`config.mk`:
```
export PLATFORM = sky130hd
export DESIGN_NAME = lccd_timing_gen
export DESIGN_NICKNAME = d
export VERILOG_FILES = /design/src/rtl/lccd_pkg.sv /design/src/rtl/lccd_line_fsm.sv /design/src/rtl/lccd_out_decode.sv /design/src/rtl/lccd_timing_gen.sv
export SDC_FILE = /design/constraint.sdc
export NUM_CORES = 1
export LEC_CHECK = 0
export BUFFER_PORTS_ARGS = -buffer_cell sky130_fd_sc_hd__buf_2
export CORE_MARGIN = 1
export CORE_UTILIZATION = 60
export CTS_CLUSTER_DIAMETER = 100
export DETAILED_ROUTE_END_ITERATION = 8
export HOLD_SLACK_MARGIN = 0.02
export PLACE_DENSITY = 0.79
export SYNTH_ARGS = -nofsm -noshare
export SYNTH_HDL_FRONTEND = slang
export SYNTH_SLANG_ARGS = --single-unit
export TNS_END_PERCENT = 5
```
`constraint.sdc`:
```
create_clock -name clk -period 4.25 [get_ports clk]
set_clock_uncertainty 0.05 [all_clocks]
set_input_delay 0.2125 -clock clk [delete_from_list [all_inputs] [get_ports clk]]
set_output_delay 0.2125 -clock clk [all_outputs]
set_load 0.05 [all_outputs]
```
`src/rtl/lccd_pkg.sv`:
```
package lccd_pkg;
    typedef enum logic [2:0] {
        ST_IDLE  = 3'd0,
        ST_XFER  = 3'd1,
        ST_READ  = 3'd2,
        ST_DUMMY = 3'd3,
        ST_INTEG = 3'd4
    } lccd_state_e;
endpackage

```
`src/rtl/lccd_line_fsm.sv`:
```
module lccd_line_fsm
    import lccd_pkg::*;
#(
    parameter int PIX_W     = 8,
    parameter int N_W       = 16,
    parameter int INT_W     = 20,
    parameter int N_TOT     = 2128,
    parameter int TG_CYC    = 300,
    parameter int MIN_INTEG = 200,
    parameter int MIN_PIX   = 4,
    parameter int IDX_W     = 16
) (
    input  logic              clk,
    input  logic              rst,
    input  logic [PIX_W-1:0]  cfg_pix_period,
    input  logic [N_W-1:0]    cfg_dummy_cnt,
    input  logic [INT_W-1:0]  cfg_integ_cyc,
    input  logic [INT_W-1:0]  cfg_xfer_cyc,
    input  logic              cfg_mpp_en,
    output lccd_state_e       state,
    output logic [INT_W-1:0]  cnt,
    output logic [PIX_W-1:0]  ph,
    output logic [IDX_W-1:0]  pix,
    output logic [PIX_W-1:0]  lat_half,
    output logic              lat_mpp,
    output logic [INT_W-1:0]  lat_rglow
);
    localparam logic [INT_W-1:0] TG_LAST  = INT_W'(TG_CYC - 1);
    localparam logic [IDX_W-1:0] PIX_LAST = IDX_W'(N_TOT - 1);
    localparam logic [PIX_W-1:0] PIX_MIN  = PIX_W'(MIN_PIX);
    localparam logic [INT_W-1:0] INT_MIN  = INT_W'(MIN_INTEG);

    lccd_state_e      nxt;
    logic [PIX_W-1:0] lat_pix;
    logic [IDX_W-1:0] lat_dummy;
    logic [INT_W-1:0] lat_integ;
    logic             pix_end;
    logic [PIX_W-1:0] cap_pix;
    logic [INT_W-1:0] cap_integ;

    assign pix_end   = (ph == lat_pix - PIX_W'(1));
    assign cap_pix   = (cfg_pix_period < PIX_MIN) ? PIX_MIN : cfg_pix_period;
    assign cap_integ = (cfg_integ_cyc < INT_MIN) ? INT_MIN : cfg_integ_cyc;

    always_comb begin
        nxt = state;
        unique case (state)
            ST_IDLE:  nxt = ST_XFER;
            ST_XFER:  if (cnt == TG_LAST) nxt = ST_READ;
            ST_READ:  if (pix_end && pix == PIX_LAST)
                          nxt = (lat_dummy == '0) ? ST_INTEG : ST_DUMMY;
            ST_DUMMY: if (pix_end && pix == lat_dummy - IDX_W'(1)) nxt = ST_INTEG;
            ST_INTEG: if (cnt == lat_integ - INT_W'(1)) nxt = ST_XFER;
            default:  nxt = ST_IDLE;
        endcase
    end

    always_ff @(posedge clk) begin
        if (rst) begin
            state     <= ST_IDLE;
            cnt       <= '0;
            ph        <= '0;
            pix       <= '0;
            lat_pix   <= PIX_MIN;
            lat_half  <= PIX_MIN >> 1;
            lat_dummy <= '0;
            lat_integ <= INT_MIN;
            lat_mpp   <= 1'b0;
            lat_rglow <= '0;
        end else begin
            state <= nxt;
            if (nxt != state) begin
                cnt <= '0;
                ph  <= '0;
                pix <= '0;
            end else if (state == ST_READ || state == ST_DUMMY) begin
                if (pix_end) begin
                    ph  <= '0;
                    pix <= pix + IDX_W'(1);
                end else begin
                    ph <= ph + PIX_W'(1);
                end
            end else begin
                cnt <= cnt + INT_W'(1);
            end
            if (nxt == ST_XFER && state != ST_XFER) begin
                lat_pix   <= cap_pix;
                lat_half  <= cap_pix >> 1;
                lat_dummy <= IDX_W'(cfg_dummy_cnt);
                lat_integ <= cap_integ;
                lat_mpp   <= cfg_mpp_en;
                lat_rglow <= (cap_integ > cfg_xfer_cyc) ? cap_integ - cfg_xfer_cyc : '0;
            end
        end
    end

    AST_CFG_HELD: assert property (@(posedge clk) disable iff (rst)
        (state == ST_READ && $past(state) == ST_READ) |-> ($stable(lat_pix) && $stable(lat_rglow)))
        else $error("captured configuration changed during readout");

    AST_RST_IDLE: assert property (@(posedge clk)
        rst |=> (state == ST_IDLE))
        else $error("state not idle after reset");
endmodule

```
`src/rtl/lccd_out_decode.sv`:
```
module lccd_out_decode
    import lccd_pkg::*;
#(
    parameter int PIX_W   = 8,
    parameter int INT_W   = 20,
    parameter int IDX_W   = 16,
    parameter int N_LEAD  = 70,
    parameter int N_EFF   = 2048,
    parameter int ADC_OFF = 2
) (
    input  logic              clk,
    input  logic              rst,
    input  lccd_state_e       state,
    input  logic [INT_W-1:0]  cnt,
    input  logic [PIX_W-1:0]  ph,
    input  logic [IDX_W-1:0]  pix,
    input  logic [PIX_W-1:0]  lat_half,
    input  logic              lat_mpp,
    input  logic [INT_W-1:0]  lat_rglow,
    output logic              sh_close,
    output logic              xfer_gate,
    output logic              hclk1,
    output logic              hclk2,
    output logic              sum_gate,
    output logic              rst_gate,
    output logic              rgate_low,
    output logic              pix_valid,
    output logic              adc_strobe,
    output logic              line_start
);
    localparam logic [IDX_W-1:0] EFF_LO = IDX_W'(N_LEAD);
    localparam logic [IDX_W-1:0] EFF_HI = IDX_W'(N_LEAD + N_EFF);
    localparam logic [PIX_W-1:0] ADC_PH = PIX_W'(ADC_OFF);

    always_comb begin
        sh_close   = 1'b1;
        xfer_gate  = 1'b0;
        hclk1      = 1'b0;
        hclk2      = 1'b0;
        sum_gate   = 1'b0;
        rst_gate   = 1'b0;
        rgate_low  = 1'b0;
        pix_valid  = 1'b0;
        adc_strobe = 1'b0;
        line_start = 1'b0;
        unique case (state)
            ST_IDLE: ;
            ST_XFER: begin
                xfer_gate  = 1'b1;
                hclk1      = 1'b1;
                line_start = (cnt == '0);
            end
            ST_READ, ST_DUMMY: begin
                hclk1      = (ph < lat_half);
                hclk2      = (ph >= lat_half);
                sum_gate   = (ph >= lat_half);
                rst_gate   = (ph == '0);
                adc_strobe = (ph == ADC_PH);
                pix_valid  = (state == ST_READ) && (pix >= EFF_LO) && (pix < EFF_HI);
            end
            ST_INTEG: begin
                sh_close  = 1'b0;
                hclk1     = 1'b1;
                rgate_low = lat_mpp && (cnt < lat_rglow);
            end
            default: ;
        endcase
    end

    AST_LS_IN_XFER: assert property (@(posedge clk) disable iff (rst)
        line_start |-> (xfer_gate && sh_close))
        else $error("line_start outside transfer");
    AST_TG_HCLK1: assert property (@(posedge clk) disable iff (rst)
        xfer_gate |-> (hclk1 && !hclk2 && !sum_gate))
        else $error("hclk1 not held during transfer gate");
    AST_HCLK_EXCL: assert property (@(posedge clk) disable iff (rst)
        !(hclk1 && hclk2))
        else $error("horizontal clocks overlap");
    AST_RG_SINGLE: assert property (@(posedge clk) disable iff (rst)
        rst_gate |=> !rst_gate)
        else $error("reset gate wider than one cycle");
    AST_VALID_CLOSED: assert property (@(posedge clk) disable iff (rst)
        pix_valid |-> (sh_close && !xfer_gate))
        else $error("pix_valid while shutter open or transferring");
    AST_OPEN_NO_TG: assert property (@(posedge clk) disable iff (rst)
        !sh_close |-> !xfer_gate)
        else $error("transfer gate with shutter open");
    AST_RGLOW_OPEN: assert property (@(posedge clk) disable iff (rst)
        rgate_low |-> !sh_close)
        else $error("resistive gate low outside exposure");
endmodule

```
`src/rtl/lccd_timing_gen.sv`:
```
module lccd_timing_gen
    import lccd_pkg::*;
#(
    parameter int PIX_W     = 8,
    parameter int N_W       = 16,
    parameter int INT_W     = 20,
    parameter int N_LEAD    = 70,
    parameter int N_EFF     = 2048,
    parameter int N_TAIL    = 10,
    parameter int TG_CYC    = 300,
    parameter int MIN_INTEG = 200,
    parameter int MIN_PIX   = 4,
    parameter int ADC_OFF   = 2
) (
    input  logic             clk,
    input  logic             rst,
    input  logic [PIX_W-1:0] cfg_pix_period,
    input  logic [N_W-1:0]   cfg_dummy_cnt,
    input  logic [INT_W-1:0] cfg_integ_cyc,
    input  logic [INT_W-1:0] cfg_xfer_cyc,
    input  logic             cfg_mpp_en,
    output logic             sh_close,
    output logic             xfer_gate,
    output logic             hclk1,
    output logic             hclk2,
    output logic             sum_gate,
    output logic             rst_gate,
    output logic             rgate_low,
    output logic             pix_valid,
    output logic             adc_strobe,
    output logic             line_start
);
    localparam int N_TOT = N_LEAD + N_EFF + N_TAIL;
    localparam int IDX_W = ($clog2(N_TOT + 1) > N_W) ? $clog2(N_TOT + 1) : N_W;

    initial begin
        assert (ADC_OFF > 0 && ADC_OFF < MIN_PIX)
            else $error("ADC_OFF must lie inside the shortest pixel");
    end

    lccd_state_e      state;
    logic [INT_W-1:0] cnt;
    logic [PIX_W-1:0] ph;
    logic [IDX_W-1:0] pix;
    logic [PIX_W-1:0] lat_half;
    logic             lat_mpp;
    logic [INT_W-1:0] lat_rglow;

    lccd_line_fsm #(
        .PIX_W(PIX_W), .N_W(N_W), .INT_W(INT_W), .N_TOT(N_TOT),
        .TG_CYC(TG_CYC), .MIN_INTEG(MIN_INTEG), .MIN_PIX(MIN_PIX), .IDX_W(IDX_W)
    ) fsm_i (
        .clk(clk), .rst(rst),
        .cfg_pix_period(cfg_pix_period), .cfg_dummy_cnt(cfg_dummy_cnt),
        .cfg_integ_cyc(cfg_integ_cyc), .cfg_xfer_cyc(cfg_xfer_cyc),
        .cfg_mpp_en(cfg_mpp_en),
        .state(state), .cnt(cnt), .ph(ph), .pix(pix),
        .lat_half(lat_half), .lat_mpp(lat_mpp), .lat_rglow(lat_rglow)
    );

    lccd_out_decode #(
        .PIX_W(PIX_W), .INT_W(INT_W), .IDX_W(IDX_W),
        .N_LEAD(N_LEAD), .N_EFF(N_EFF), .ADC_OFF(ADC_OFF)
    ) dec_i (
        .clk(clk), .rst(rst),
        .state(state), .cnt(cnt), .ph(ph), .pix(pix),
        .lat_half(lat_half), .lat_mpp(lat_mpp), .lat_rglow(lat_rglow),
        .sh_close(sh_close), .xfer_gate(xfer_gate), .hclk1(hclk1), .hclk2(hclk2),
        .sum_gate(sum_gate), .rst_gate(rst_gate), .rgate_low(rgate_low),
        .pix_valid(pix_valid), .adc_strobe(adc_strobe), .line_start(line_start)
    );
endmodule

```
==> results.cfg, run 1 <==
[setup_path]
critPathBufInv = 1
r2r-start = fsm_i.lat_integ[6]
critPathCaptureType = flip-flop
path_delay_family = simple AND/OR/NAND/NOR gates
r2r-end = fsm_i.lat_integ[17]
cp_max_fo = 71
critPathLaunchType = flip-flop
slowest_stage = nor4_1
path_cells = nor4_1 > nand4b_1 > or3_1 > or4_1 > a21oi_1 > nand4_2 > a21oi_4 > buf_12 > mux2i_1 > nor2_1
critPathKind = reg2reg
crit_required_ns = 4.43
cp.arrival_ns = 4.05
cpPeakStageDelay_ns = 0.55
reg2regPathDepth = 10
r2r_slack_ns = 0.38

[logic_synthesis]
synth_nets = 1123
syn_area_per_cell_um2 = 8.05
yosysMostFrequentCell = nor2_1
synthCells = 999
synth-seq-area-share_pct = 27.9
ys_warn_count = 0
syn-cell-area_um2 = 8040
synth_edf_count = 0
synthTopCellsByCount = nor2_1 (117), dfxtp_1 (112), inv_1 (70)
synth_flop_cell = dfxtp_1
ys_ff_latch = 112
synth_area_leader_cell = dfxtp_1
yosys.area.top_type_share_pct = 27.9
synthArstFlopShare_pct = 0
synth_cell_types = 66
synth_area_leaders = dfxtp_1 (28%), ha_1 (8.7%), xnor2_1 (6.8%), nor2_1 (5.5%), xor2_1 (4.9%)

[clock_network]
clockBufferDepth = 2
cts.sinks = 112
clk_pin_slew_ns = 0.07
cts_resized = 0
postCtsSetupRepairBufs = 0
root_buffer = clkbuf_16
tritoncts = built
ctsHtreeMaxLevel = 3
ctsHoldBuffers = 0
cts_made_buffers = 9
clk_latency_ns = 0.36

[finish]
antenna_cells = 0
final_util_pct = 68.6
fill_cells = 1109
drive_above_1_share_pct = 11.9
final_nets = 1161
syn2layout_area_growth_pct = 9.43

[route]
first_pass_iters = 6
num_vias = 7102
routed_wl_um = 18800
wl_per_cell_um = 15.5
postRouteAntennaNets = 0
drc = 0
initialDrtViolationCount = 578
viasPerCell = 5.85

[die]
die_h_um = 118
die_area_um2 = 13900
start_util_pct = 62.7
fp.dieW_um = 118
io_pins = 77
coreArea_um2 = 12800
rows = 41

[place]
pre_cts_ws_ns = 0.0308
portBuffers = 76
place_hpwl_um = 14400
routabilityCongestion = 0.971

[sta]
rsz0062_at_grt = false
setup_ws_ns = 0.379
final.setup.tns_ns = 0
clock.fmax_mhz = 258
timing.final.crit_share_pct = 91.1
worst_slew_pin_slew_ns = 0.774
hold_viol_final = 0
drv_slew = 0
setup_viol = 0
period_minus_slack_ns = 3.87
slew_headroom_pct = 48.4

[global_routing]
grt.met3_usage_pct = 2.91
grt_overflow = 0
grtUsageMet1_pct = 41.9
grt_pass1_wl_um = 31900
grt_max_degree = 72
antenna_found_initial = 0
grt_busiest_layer = met1
grt_pass1_vias = 6436
grt.met2_usage_pct = 41.2
track_usage_pct = 28.0

[pwr]
finalPower_mw = 2.56
p_leak_nw = 3.65
power_density_nw_per_um2 = 291
vdd_drop_max_v = 0.000193

[min_path]
hold_path_end = fsm_i.lat_dummy[1]
hp-start = cfg_dummy_cnt[1]
min_path_cells = 3
hold_class = in2reg

[status]
status = completed

[run]
max_cap_violations = 0
-- metal layers --
layer,part of all wire (%),vias to the layer above
met2,42,176
met3,5.4,25
met4,2.2,0
met5,0,-
met1,50,3283
li1,-,3618
-- worst min-delay path: stages --
cell and delay, ns:
buf_2 0.07, mux2i_1 0.05, nor2_1 0.07
-- worst max-delay path by stage --
stage               cells past startpoint                  end  slack (ns)               start
floorplan                              16  fsm_i.lat_rglow[13]        0.47   cfg_integ_cyc[13]
global placement                       16   fsm_i.lat_rglow[5]        0.15   cfg_integ_cyc[14]
detailed placement                     16   fsm_i.lat_rglow[5]        0.03   cfg_integ_cyc[13]
CTS                                    10         fsm_i.pix[1]        0.41    fsm_i.lat_pix[0]
global route                           17  fsm_i.lat_rglow[11]        0.05   cfg_integ_cyc[13]
finish                                 10  fsm_i.lat_integ[17]        0.38  fsm_i.lat_integ[6]
-- cell type report --
type	count	area [um^2]	area share (%)
tap	172	215	2.45
multi-input combinational	753	5250	59.7
inverter	70	263	2.99
sequential	112	2240	25.5
clock buffer	10	239	2.72
clock inverter	5	81.3	0.924
timing repair buffer	91	505	5.75
-- layout by cell type (no fill, tap or decap), drive strengths merged, types with 20 or more instances in the layout --
cell	Yosys	routed
nor2	117	117
mux2i	39	39
a21oi	34	34
ha	56	56
nor4	22	22
nand2	39	39
a21o	20	20
nand3	42	42
inv	70	70
o21ai	20	20
buf	15	91
or3	30	30
dfxtp	112	112
xor2	45	45
xnor2	62	62
nor3	32	32
-- power breakdown --
group	switching [mW]	internal, mW	leakage, nW
Clock	0.389	0.529	0.155
Combinational	0.279	0.225	2.58
Sequential	0.0482	1.09	0.914
Total	0.716	1.84	3.65
-- logic make-up after synthesis --
kind of cell               share of synthesized area, %
and+or+nand+nor                                    25.4
buffers and inverters                              6.79
adders and majority gates                          8.96
xor gates and xnor gates                           11.7
DFF                                                27.9
muxes                                              4.86
AOI/OAI and AO/OA                                  14.5
-- registers in the layout (all words and copies together), names as in the netlist --
name / cells
fsm_i.lat_integ: 20
fsm_i.lat_dummy: 16
fsm_i.state: 3
fsm_i.ph: 8
fsm_i.cnt: 20
fsm_i.pix: 16
fsm_i.lat_pix: 8
fsm_i.lat_mpp: 1
fsm_i.lat_rglow: 20
-- stage by stage --
stage	hold WS [ns]	cells	area, um^2
after CTS	0.0251	1213	8800
after detailed placement	0.405	1198	8480
after floorplan	0.309	999	8040
after global placement	0.395	1198	8480
after global routing	0.0421	1213	8800
final	0.0301	1213	8800
Note: power is estimated with default switching activity, not from simulation.
==> run 2: changes to the inputs <==
--- a/config.mk
+++ b/config.mk
@@ -11,7 +11,7 @@
 export CTS_CLUSTER_DIAMETER = 100
 export DETAILED_ROUTE_END_ITERATION = 8
 export HOLD_SLACK_MARGIN = 0.02
-export PLACE_DENSITY = 0.79
+export PLACE_DENSITY = 0.81
 export SYNTH_ARGS = -nofsm -noshare
 export SYNTH_HDL_FRONTEND = slang
 export SYNTH_SLANG_ARGS = --single-unit
==> run 2 against run 1 <==
  * Wire length up 0.99%
  * Global-route usage down 0.31 points
  * Sequential power about the same
  * Critical path depth up 6
  * Final cell count about the same
==> results.cfg, run 2 (synthesized netlist as in run 1, its figures left out) <==
[status]
status = completed

[clock_network]
cts.sinks = 112
clk_pin_slew_ns = 0.08
clockBufferDepth = 2
root_buffer = clkbuf_16
postCtsSetupRepairBufs = 0
tritoncts = built
ctsHtreeMaxLevel = 3
cts_made_buffers = 9
clk_latency_ns = 0.36

[global_routing]
grt_max_degree = 72
track_usage_pct = 27.7
grt_overflow = 0
grt_pass1_wl_um = 31600
antenna_found_initial = 0
grt_pass1_vias = 6554

[die]
die_area_um2 = 13900
fp.dieW_um = 118
coreArea_um2 = 12800
io_pins = 77
die_h_um = 118
start_util_pct = 62.7
rows = 41

[route]
initialDrtViolationCount = 449
first_pass_iters = 5
viasPerCell = 5.93
wl_per_cell_um = 15.7
drc = 0
num_vias = 7197
postRouteAntennaNets = 0
routed_wl_um = 19000

[finish]
reg_top3 = fsm_i.cnt x20, fsm_i.lat_integ x20, fsm_i.lat_rglow x20
layout_common_cells = nor2_1 (117), dfxtp_1 (112), buf_2 (76)
drive_above_1_share_pct = 12.0
antenna_cells = 0
syn2layout_area_growth_pct = 9.09
final_nets = 1162
final_common_cell = nor2_1

[place]
routabilityCongestion = 0.934
place_hpwl_um = 14400
pre_cts_ws_ns = -0.0607
portBuffers = 76

[setup_path]
critPathBufInv = 2
path_cells = buf_2 > nor4_1 > o2111ai_1 > a41o_1 > nand2_1 > ha_1 > inv_1 > fa_1 > a211oi_1 > o21bai_1 > a221o_1 > a21oi_1 > o21ai_0 > a221oi_1 > nor3_1 > a31o_2
critPathKind = in2reg
cp_max_fo = 6
crit_required_ns = 4.46
cp.arrival_ns = 4.08
cpPeakStageDelay_ns = 0.41
critPathCaptureType = flip-flop
slowest_stage = fa_1
path_delay_family = compound AO/OA/AOI/OAI gates
critPathLaunchType = input port

[sta]
hold_viol_final = 0
slew_headroom_pct = 53.1
final.setup.tns_ns = 0
rsz0062_at_grt = false
setup_viol = 0
period_minus_slack_ns = 3.88
setup_ws_ns = 0.371
timing.final.crit_share_pct = 91.3
drv_slew = 0
clock.fmax_mhz = 258
worst_slew_pin_slew_ns = 0.703

[min_path]
hold_class = in2reg

[pwr]
p_leak_nw = 3.64
power_density_nw_per_um2 = 282
vdd_drop_max_v = 0.000256
finalPower_mw = 2.47

[run]
max_cap_violations = 0
-- run 2: cell types whose count changed in the layout (fill, tap and decap cells not counted), sizes merged --
cell / previous run / this run
buf: 91 / 92
bufinv: 2 / 0
clkbuf: 10 / 11
clkinvlp: 1 / 0
inv: 70 / 72
-- run 2: what timing repair did --
| action | in CTS | in global routing |
|---|---|---|
| endpoints found under the setup margin | 0 | 13 |
| gates resized for setup | 0 | 1 |
| hold buffers | 0 | 0 |
-- run 2: worst min-delay path: stages --
cell	delay (ns)
buf_2	0.08
mux2i_1	0.06
nor2_1	0.07
-- run 2: per-stage QoR --
step	hold WS, ns	cell area, um^2	util (%)	cells
6_report	0.0348	8770	68.4	1214
4_1_cts	0.0268	8760	68.3	1214
3_3_place_gp	0.397	8480	66.2	1199
3_5_place_dp	0.403	8480	66.2	1199
5_1_grt	0.0345	8770	68.4	1214
2_1_floorplan	0.309	8040	-	999
-- run 2: power by group --
part           switching [mW]  leakage (nW)  internal, mW
sequential             0.0486         0.914          1.09
combinational           0.277          2.59         0.226
clock                   0.409         0.138         0.420
-- run 2: worst paths after layout --
path	to	slack [ns]	from	cells after the start
worst max-delay path	fsm_i.lat_rglow[5]	0.37	cfg_integ_cyc[14]	16
worst min-delay path	fsm_i.lat_dummy[2]	0.03	cfg_dummy_cnt[2]	3
worst max register to register	fsm_i.lat_dummy[5]	0.41	fsm_i.lat_integ[0]	13
worst min register to register	fsm_i.lat_rglow[11]	0.45	fsm_i.lat_rglow[11]	2
-- run 2: layout make-up --
cell class,count,area [um^2]
Timing Repair Buffer,92,513
Tap cell,172,215
Multi-Input combinational cell,753,5260
Sequential cell,112,2240
Inverter,70,263
Clock buffer,11,243
Fill cell,1113,4060
Clock inverter,4,37.5
-- run 2: per-layer routing --
layer | up-vias | share of wire [%] | global-route usage [%]
met1 | 3329 | 49 | 39.8
met3 | 22 | 6.2 | 4.75
met4 | 0 | 1.9 | 7.93
met5 | - | 0 | 0
li1 | 3616 | - | -
met2 | 230 | 43 | 42.4
==> run 3: changes to the inputs <==
--- a/config.mk
+++ b/config.mk
@@ -6,12 +6,15 @@
 export NUM_CORES = 1
 export LEC_CHECK = 0
 export BUFFER_PORTS_ARGS = -buffer_cell sky130_fd_sc_hd__buf_2
+export CELL_PAD_IN_SITES_DETAIL_PLACEMENT = 2
+export CELL_PAD_IN_SITES_GLOBAL_PLACEMENT = 2
 export CORE_MARGIN = 1
-export CORE_UTILIZATION = 60
+export CORE_UTILIZATION = 36
 export CTS_CLUSTER_DIAMETER = 100
 export DETAILED_ROUTE_END_ITERATION = 8
 export HOLD_SLACK_MARGIN = 0.02
-export PLACE_DENSITY = 0.81
+export PLACE_DENSITY_LB_ADDON = 0.1
+export SLEW_MARGIN = 30
 export SYNTH_ARGS = -nofsm -noshare
 export SYNTH_HDL_FRONTEND = slang
 export SYNTH_SLANG_ARGS = --single-unit
==> run 3 against run 2 <==
  * Sequential share of layout area down 0.69 points
  * Final area increased by 2.8%
  * Register-to-register slack got worse by 0.02 ns
  * Final cell count up 10%
  * Critical path depth is 1 higher
  * Worst hold slack worse by 0.0022 ns
  * Count of clock-buffer cells in the layout increased by 1
==> results.cfg, run 3 (synthesized netlist as in run 1, its figures left out) <==
[status]
status = completed

[pwr]
vdd_drop_max_v = 0.000164
power_density_nw_per_um2 = 281
p_switching_mw = 0.785
seqPwrFrac_pct = 45.0
p_sw_share_pct = 31.0
pwr-share-comb_pct = 21.1
p_leak_nw = 3.71
p_int_mw = 1.75
clkPwrFrac_pct = 33.9

[route]
viasPerCell = 5.51
drc = 0
routed_wl_um = 25100
wl_per_cell_um = 18.7
initialDrtViolationCount = 147
first_pass_iters = 4
num_vias = 7368
postRouteAntennaNets = 0

[clock_network]
tritoncts = built
ctsHtreeMaxLevel = 3
postCtsSetupRepairBufs = 0
cts_made_buffers = 9
root_buffer = clkbuf_16
clk_latency_ns = 0.36
cts.sinks = 112
clk_pin_slew_ns = 0.08
clockBufferDepth = 2

[place]
place_hpwl_um = 19500
placed_area_um2 = 8720
place_inst = 1321
pre_cts_ws_ns = -0.154
routabilityCongestion = 0.823
portBuffers = 76

[setup_path]
crit_required_ns = 4.47
startpoint = cfg_integ_cyc[13]
reg2regPathDepth = 12
endpoint = fsm_i.lat_rglow[5]
cp.arrival_ns = 4.14
critPathKind = in2reg
r2r-end = fsm_i.lat_pix[1]
r2r-start = fsm_i.lat_integ[1]
r2r_slack_ns = 0.39
critPathCaptureType = flip-flop
cp_max_fo = 6
critPathLaunchType = input port

[min_path]
hold_class = in2reg
hp-start = cfg_dummy_cnt[0]

[finish]
final_common_cell = nor2_1
reg_top3 = fsm_i.cnt x20, fsm_i.lat_integ x20, fsm_i.lat_rglow x20
fin_cells = 1337
drive_above_1_share_pct = 13.2
syn2layout_area_growth_pct = 12.1
antenna_cells = 0
fill_cells = 2607
final_util_pct = 41.2
layout_common_cells = nor2_1 (117), dfxtp_1 (112), buf_2 (76)
final_nets = 1176
fin_area_um2 = 9010

[sta]
slew_headroom_pct = 37.9
hold_viol_final = 0
period_minus_slack_ns = 3.92
setup_ws_ns = 0.329
final.setup.tns_ns = 0
setup_viol = 0
rsz0062_at_grt = false
timing.final.crit_share_pct = 92.3
worst_slew_pin_slew_ns = 0.932
drv_slew = 0
clock.fmax_mhz = 255

[die]
die_area_um2 = 22900
rows = 54
die_h_um = 151
io_pins = 77
coreArea_um2 = 21900
start_util_pct = 36.7
fp.dieW_um = 151

[global_routing]
grt_pass1_vias = 7856
antenna_found_initial = 0
grt_pass1_wl_um = 40800
grt_overflow = 0
track_usage_pct = 22.9
grt_max_degree = 48

[run]
max_cap_violations = 0
## run 3: changes by cell type in the layout (fill, tap and decap cells not counted), sizes merged
cell    before  now
buf         92  106
inv         72   73
clkinv       2    1
clkbuf      11   12
## run 3: final cells by class
class	instances	area, um^2	area share, %
Clock buffer	12	246	2.74
Inverter	70	263	2.92
Sequential cell	112	2240	24.9
Multi-Input combinational cell	753	5260	58.3
Tap cell	280	350	3.89
Clock inverter	4	33.8	0.375
Timing Repair Buffer	106	618	6.86
## run 3: per-layer routing
layer	vias up	routed length (um)	part of all wire (%)	GRT usage, %
met2	85	13000	52	43.0
met5	-	0	0	0
met1	3630	11200	45	27.2
met3	23	447	1.8	2.65
li1	3630	-	-	-
met4	0	389	1.6	5.70
## run 3: worst max-delay path, stage by stage
cell and delay, ns:
buf_2 0.13, nor4_1 0.35, buf_4 0.19, o2111ai_1 0.15
a41o_1 0.29, nand2_1 0.08, ha_1 0.18, inv_1 0.07
fa_1 0.38, a211oi_1 0.31, o21bai_1 0.15, a221o_1 0.34
a21oi_1 0.23, o21ai_0 0.21, a221oi_2 0.34, nor3_1 0.20
a31o_2 0.32
## run 3: metrics by stage
step | hold WS (ns) | power, mW
CTS | 0.0217 | 2.58
finish | 0.0326 | 2.53
global placement | 0.394 | 1.69
detailed placement | 0.406 | 1.70
global route | 0.0316 | 2.67
floorplan | 0.309 | 1.52
## run 3: what timing repair did
action / CTS / global route
gates resized for setup: 0 / 1
endpoints found under the setup margin: 0 / 1
hold buffers: 0 / 0
## run 3: power groups by stage
stage,Combinational [mW],Clock [mW],Sequential (mW)
2_1_floorplan,0.384,0,1.14
3_3_place_gp,0.523,0,1.16
3_5_place_dp,0.537,0,1.17
4_1_cts,0.542,0.895,1.14
5_1_grt,0.597,0.929,1.15
6_report,0.535,0.858,1.14
## run 3: worst min-delay path by stage
stage / to / slack (ns) / depth (start not counted)
6_report: fsm_i.lat_dummy[0] / 0.03 / 3
5_1_grt: fsm_i.lat_dummy[8] / 0.03 / 3
4_1_cts: fsm_i.lat_dummy[0] / 0.02 / 3
3_5_place_dp: fsm_i.lat_dummy[0] / 0.41 / 3
3_3_place_gp: fsm_i.lat_dummy[11] / 0.39 / 3
2_1_floorplan: fsm_i.lat_mpp / 0.31 / 2
